`src/rtl/fp_class_tester.sv`:
```
module fp_class_tester #(
  parameter int VEC_W   = 512,
  parameter int MIN_W   = 128,
  parameter int SP_EXP  = 8,
  parameter int SP_FRAC = 23,
  parameter int DP_EXP  = 11,
  parameter int DP_FRAC = 52,
  parameter int LEN_W   = 2,
  localparam int SP_W   = 1 + SP_EXP + SP_FRAC,
  localparam int LANES  = VEC_W / SP_W
) (
  input  logic             clk,
  input  logic             rst,
  input  logic             in_valid,
  input  logic [VEC_W-1:0] vec,
  input  logic             dbl,
  input  logic [LEN_W-1:0] len_sel,
  input  logic [7:0]       cat_sel,
  input  logic             mask_en,
  input  logic [LANES-1:0] wmask,
  input  logic             scalar,
  output logic             out_valid,
  output logic [LANES-1:0] out_mask
);
  localparam int DP_W     = 1 + DP_EXP + DP_FRAC;
  localparam int DP_LANES = VEC_W / DP_W;
  localparam int SP_BASE  = MIN_W / SP_W;
  localparam int DP_BASE  = MIN_W / DP_W;
  localparam int MAX_LEN  = $clog2(VEC_W / MIN_W);

  function automatic logic [7:0] classify(input logic s, input logic e1, input logic e0,
                                          input logic fz, input logic ftop);
    logic [7:0] c;
    c[0] = e1 & ftop;
    c[1] = e0 & fz & ~s;
    c[2] = e0 & fz & s;
    c[3] = e1 & fz & ~s;
    c[4] = e1 & fz & s;
    c[5] = e0 & ~fz;
    c[6] = s & ~e1 & ~(e0 & fz);
    c[7] = e1 & ~ftop & ~fz;
    return c;
  endfunction

  logic [LANES-1:0]    sp_hit, act, res, keep;
  logic [DP_LANES-1:0] dp_hit;
  logic [LEN_W-1:0]    len_eff;
  int                  lanes_n;

  for (genvar i = 0; i < LANES; i++) begin : g_sp
    logic [SP_W-1:0] w;
    logic [7:0]      c;
    assign w = vec[i*SP_W +: SP_W];
    assign c = classify(w[SP_W-1], &w[SP_W-2 -: SP_EXP], ~|w[SP_W-2 -: SP_EXP],
                        ~|w[SP_FRAC-1:0], w[SP_FRAC-1]);
    assign sp_hit[i] = |(c & cat_sel);
  end

  for (genvar i = 0; i < DP_LANES; i++) begin : g_dp
    logic [DP_W-1:0] w;
    logic [7:0]      c;
    assign w = vec[i*DP_W +: DP_W];
    assign c = classify(w[DP_W-1], &w[DP_W-2 -: DP_EXP], ~|w[DP_W-2 -: DP_EXP],
                        ~|w[DP_FRAC-1:0], w[DP_FRAC-1]);
    assign dp_hit[i] = |(c & cat_sel);
  end

  assign len_eff = (int'(len_sel) > MAX_LEN) ? LEN_W'(MAX_LEN) : len_sel;
  assign lanes_n = (dbl ? DP_BASE : SP_BASE) << len_eff;

  for (genvar i = 0; i < LANES; i++) begin : g_act
    assign act[i] = (i < lanes_n);
  end

  assign res  = dbl ? LANES'(dp_hit) : sp_hit;
  assign keep = act & (mask_en ? wmask : '1) & (scalar ? LANES'(1) : '1);

  always_ff @(posedge clk) begin
    if (rst) begin
      out_valid <= 1'b0;
      out_mask  <= '0;
    end else begin
      out_valid <= in_valid;
      if (in_valid) out_mask <= res & keep;
    end
  end
endmodule


```
`config.mk`:
```
export PLATFORM = sky130hd
export DESIGN_NAME = fp_class_tester
export DESIGN_NICKNAME = d
export VERILOG_FILES = /design/src/rtl/fp_class_tester.sv
export SDC_FILE = /design/constraint.sdc
export NUM_CORES = 1
export LEC_CHECK = 0
export CELL_PAD_IN_SITES_DETAIL_PLACEMENT = 0
export CELL_PAD_IN_SITES_GLOBAL_PLACEMENT = 1
export CORE_AREA = 3 3 219 221
export CTS_BUF_LIST = sky130_fd_sc_hd__clkbuf_8
export CTS_CLUSTER_SIZE = 30
export DETAILED_ROUTE_END_ITERATION = 6
export DIE_AREA = 0 0 222 224
export PLACE_DENSITY = 0.56
export REMOVE_ABC_BUFFERS = 1
export SYNTH_ARGS = -nofsm -noshare
export SYNTH_HDL_FRONTEND = slang
export SYNTH_SLANG_ARGS = --single-unit
```
`constraint.sdc`:
```
create_clock -name clk -period 2.97 [get_ports clk]
set_input_delay 0.7425 -clock clk [delete_from_list [all_inputs] [get_ports clk]]
set_output_delay 0.7425 -clock clk [all_outputs]
set_load 0.01 [all_outputs]
```
# ---- Word level (Yosys, flattened, before mapping)
# Cells that the tools add are included.
dict set report totals {
  regBits 17
  latch_bits 0
  ram_bits 0
  mem_bits_ro 0
  inputBits 544
  memories 0
}
dict set report classes {
  add_sub_neg 0
  multipliers 0
  n_div 0
  order_cmp 17
  eq_ne 0
  shifts 1
  mux 5
  bitwise_logic 403
  n_reduce_logical 144
}
# op n
set op_table {}
lappend op_table {{OR reduction 52 bit} 8}
lappend op_table {{OR reduction 23 bit} 16}
lappend op_table {{OR reduction 8 bit} 40}
lappend op_table {{AND 1 bit} 288}
lappend op_table {{< comparator 5 x 32 -> 1 bit, first input constant} 8}
lappend op_table {{AND 8 bit} 24}
lappend op_table {{< comparator 4 x 32 -> 1 bit, first input constant} 4}
lappend op_table {{AND reduction 8 bit} 16}
lappend op_table {{inverter 1 bit} 88}
lappend op_table {{AND reduction 11 bit} 8}
lappend op_table {{OR reduction 11 bit} 8}
lappend op_table {{< comparator 3 x 32 -> 1 bit, first input constant} 2}
lappend op_table {{AND 16 bit} 3}
lappend op_table {{zero test 1 bit} 48}
lappend op_table {{two-way mux 16 bit} 3}
lappend op_table {{< comparator 1 x 32 -> 1 bit, first input constant} 1}
lappend op_table {{< comparator 2 x 32 -> 1 bit, first input constant} 1}
lappend op_table {{<< shifter 32 x 2 -> 32 bit} 1}
lappend op_table {{two-way mux 3 bit} 1}
lappend op_table {{greater-than comparator 2 bit, second input constant} 1}
lappend op_table {{two-way mux 2 bit} 1}

# ---- Logic depth before layout (Yosys ltp)
# Gate-level depths: netlist of the first run.
dict set report depth {
  ltp_word 9
  depth_mapped 9
}

# ---- Worst setup path before layout of the first run
# Ideal clock, no wire load.
dict set report synth_timing {
  path_type {input port to flip-flop}
  startpoint {in vec[133]}
  endpoint {reg out_mask[2]}
  setup_ns 0.086
  t_arrival_ns 2.516
  required_ns 2.884
  setup_slack_ns 0.367
  stages 7
  cell_sequence {or4_4 > nor2_4 > nand3_2 > or4_4 > o31a_1 > a21o_1 > a221oi_2}
}
dict set report synth_between {
  elab_chain_cells 9
  word_cells_on_any_way 16
  cone_classes {1 x mux; 12 x bitwise; 3 x reduce/logical}
}
# element line
set synth_rtl {}
lappend synth_rtl {{from (decl)} 15} ;# input logic [VEC_W-1:0] vec,
lappend synth_rtl {{OR reduction 52 bit *} 64} ;# ~|w[DP_FRAC-1:0], w[DP_FRAC-1]);
lappend synth_rtl {{zero test 1 bit} 64}
lappend synth_rtl {{AND 1 bit} {35, 36, 40}}
lappend synth_rtl {{inverter 1 bit} 40} ;# c[6] = s & ~e1 & ~(e0 & fz);
lappend synth_rtl {{AND 1 bit} 40}
lappend synth_rtl {{AND 8 bit *} 65} ;# assign dp_hit[i] = |(c & cat_sel);
lappend synth_rtl {{OR reduction 8 bit *} 65}
lappend synth_rtl {{two-way mux 16 bit *} 75} ;# assign res = dbl ? LANES'(dp_hit) : sp_hit;
lappend synth_rtl {{AND 16 bit *} 84} ;# if (in_valid) out_mask <= res & keep;
lappend synth_rtl {{to (signal assigned)} 84}
lappend synth_rtl {{to (decl)} 23} ;# output logic [LANES-1:0] out_mask
# Mark *: on every way between the ends. The rest lies on a longest branch, timed or not.
# A chain may end at the register's enable or synchronous reset.

# ---- Worst setup path in the final report of the first run
dict set report layout_timing {
  startpoint {in vec[145]}
  endpoint {reg out_mask[2]}
}
# Same word-level chain as after synthesis.

==> impl_results.md, run 1 <==
- Synth-to-layout area growth: 164%
- Vias in the first global route: 8694
- RSZ-0062 raised after global routing: false
- Fmax: 350 MHz
- M3 GR Usage: 0.0266
- Cell Pwr Density: 143 nW/um2
- Final Skew: 0 ps
- Ys Warns: 0
- Multi-input gate area: 3830 um2
- Die Span Y: 224 um
- Most used DFF post-synth: dfxtp_1
- CTS sink count: 17
- Initial antenna violation count: 6
- Arrival @ worst endpoint: 3070 ps
- Drt total wl: 39.7 mm
- Yosys top cell by area: nor4_1
- Yosys reg bits: 17
- Unique masters post-synth: 69
- Largest net degree at the start of global routing: 18
- Element type at the critical path end: flop
- Worst skew pair latency: 290 ps
- DRT Pass-1 Iters: 7
- Vias/cell: 4.34
- Post-detail-place hpwl: 35.2 mm
- Nets: 1851
- Gpl congestion: 0.791
- CP required: 3180 ps
- Status: complete, no violations
- Worst Setup Path Type: primary input to flop
- Worst Max-Slew Pin Slew: 537 ps
- Final number of setup-violating endpoints: 0
- Place WS: -362 ps
- Rows: 79
- GR Layer Usage met1: 0.184
- Share of cells above drive strength 1: 0.0920
- Logic pwr share: 0.715
- Seq pwr share: 0.144
- Post-route antenna net violation count: 0
- Synth top area share: 0.143
- Die width: 222 um
- Sw frac: 0.322
- Residual DRC: 0
- Top-count cell post-synth: nor4_1
- Number of DRC markers in iteration 0: 392
- Clock power share: 0.141
- CP peak stage delay: 440 ps
- Clk buf depth: 2
- P_sw: 0.000524 W
- EDFF count, synth: 0
- Largest fanout on the critical path: 4
- Pins Over Slew Limit: 0
- Synth Cell Area: 4300 um2
- Post-CTS Setup Bufs: 0
- Asr flop ratio synth: 0
- Avg Inst Size Synth: 6.39 um2
- Worst VDD drop: 0.114 mV
- H-Tree Depth: 1
- Worst-path clk slew: 110 ps
- Global Route met2 Usage: 0.280
- P_leak: 3.73 nW
- Num CTS Buffers: 3
- GRT busiest layer: met2
- Max-slew headroom: 0.642
- Post-synth top cells: nor4_1, nand2_1, nor2_1, nand4_1, o21ai_0
- MaxCap Viol Count: 0
- Hold Buf Count CTS: 0
- Worst Slack Setup Final: 111 ps
- Seq. cell area: 340 um2
- Ports: 561
- Gr usage total: 0.150
- Global route total overflow: 0
- Core ar.: 46400 um2
- Clock root buffer: clkbuf_8
- Vias: 8300
- PortBufs: 560
- Initial Utilization: 0.0928
- Die area: 49700 um2
- Int Pwr: 0.00110 W
- Final Hold Vio Count: 0
- Hold WS: 470 ps
- First-pass GRT wire length: 56.3 mm
- Top post-synthesis cells by area: nor4_1, dfxtp_1, nand4_1
- Drt wl/cell: 20.7 um
- Fill cell count: 5128
- CP startpoint kind: primary input
- Hold crit path type: flop to flop
- CTS tree: built
- Slowest CP cell: or4_4
- Post-synthesis sequential area ratio: 0.0791
- Crit-path cells: clkdlybuf4s50_1 > nor4_1 > and4_4 > nand3_2 > or4_4 > o31a_1 > a21o_1 > a221oi_2
- Minimum clock period: 2860 ps
- Final cycle utilization of the critical path: 0.963
- Post-Synthesis Cells: 673
## through the flow
stage	total power (W)	cells	util	setup TNS [ps]	cell area [um2]
4_1_cts	0.00168	1911	0.245	0	11300
2_1_floorplan	0.000415	652	-	0	4220
6_report	0.00163	1912	0.245	0	11300
5_1_grt	0.00175	1911	0.245	0	11300
3_3_place_gp	0.00141	1907	0.243	-928	11300
3_5_place_dp	0.00141	1907	0.243	-887	11300
## power by group through the flow
stage                     logic (W)  registers (W)  clock network, W
after global placement      0.00117       0.000240                 0
after global routing        0.00125       0.000235          0.000261
after floorplan            0.000174       0.000241                 0
final                       0.00116       0.000234          0.000229
after detailed placement    0.00117       0.000240                 0
after CTS                   0.00118       0.000235          0.000259
## layout make-up
type / count / area share
Tap cell: 607 / 0.0669
Clock buffer: 3 / 0.00364
Inverter: 19 / 0.00629
Antenna cell: 1 / 0.000221
Multi-Input combinational cell: 616 / 0.337
Sequential cell: 17 / 0.0300
Timing Repair Buffer: 648 / 0.555
Clock inverter: 1 / 0.000331
## cell families after synthesis
logic type / Yosys count / synth area share
flip-flops: 17 / 0.0791
AO/OA/AOI/OAI: 176 / 0.285
buffers and inverters: 40 / 0.0355
AND/OR/NAND/NOR: 413 / 0.535
adder cells (fa/ha/maj): 3 / 0.00814
multiplexers: 24 / 0.0567
## state kept, by name (all words and copies together), names as in the netlist
signal	count
out_mask	16
out_valid	1
## placed cells by master (no fill, tap or decap), types with 12 or more instances in the layout
cell type        count
nor4_1              97
inv_1               19
nor2_1              47
a21oi_1             23
buf_4               84
nand2_1             79
dfxtp_1             17
mux2i_1             21
or4_1               20
clkdlybuf4s50_1    557
nand4_1             48
or3_1               12
nand3_1             27
o21ai_0             39
nor3_1              25
## path summary, 6_finish.rpt
path                            cells after the start                      start                        end  slack (ps)
worst max-delay path                                8                   vec[145]   out_mask[2]$_SDFFE_PP0P_         110
worst min-delay path                                2  out_mask[11]$_SDFFE_PP0P_  out_mask[11]$_SDFFE_PP0P_         470
worst max register to register                      5   out_mask[2]$_SDFFE_PP0P_   out_mask[2]$_SDFFE_PP0P_        1700
worst min register to register                      2  out_mask[11]$_SDFFE_PP0P_  out_mask[11]$_SDFFE_PP0P_         470
## worst max-delay path: cells and delay by family
kind	cells	cell delay [ps]
and+or+nand+nor	4	1270
AOI/OAI and AO/OA	3	630
buffers and inverters	1	420
## per-layer routing
metal / wire length [um] / vias to the layer above
met4: 364 / 8
li1: - / 4054
met2: 20200 / 376
met3: 2590 / 28
met5: 56 / -
met1: 16500 / 3834
## what timing repair did
| action | CTS | global route |
|---|---|---|
| gates resized for setup | 1 | 3 |
| setup endpoints to repair | 1 | 2 |
| gates cloned | 0 | 0 |
(Power assumes the default switching activity.)
==> run 2: changes to the inputs <==
--- a/config.mk
+++ b/config.mk
@@ -5,6 +5,7 @@
 export SDC_FILE = /design/constraint.sdc
 export NUM_CORES = 1
 export LEC_CHECK = 0
+export CAP_MARGIN = 0
 export CELL_PAD_IN_SITES_DETAIL_PLACEMENT = 0
 export CELL_PAD_IN_SITES_GLOBAL_PLACEMENT = 1
 export CORE_AREA = 3 3 219 221
==> results of run 2 <==
No change in the layout: final DEF, timing and power equal those of run 1.
==> run 3: changes to the inputs <==
--- a/config.mk
+++ b/config.mk
@@ -13,6 +13,7 @@
 export CTS_CLUSTER_SIZE = 30
 export DETAILED_ROUTE_END_ITERATION = 6
 export DIE_AREA = 0 0 222 224
+export GPL_ROUTABILITY_DRIVEN = 0
 export PLACE_DENSITY = 0.56
 export REMOVE_ABC_BUFFERS = 1
 export SYNTH_ARGS = -nofsm -noshare
==> results of run 3 <==
No change in the layout: final DEF, timing and power equal those of run 1.
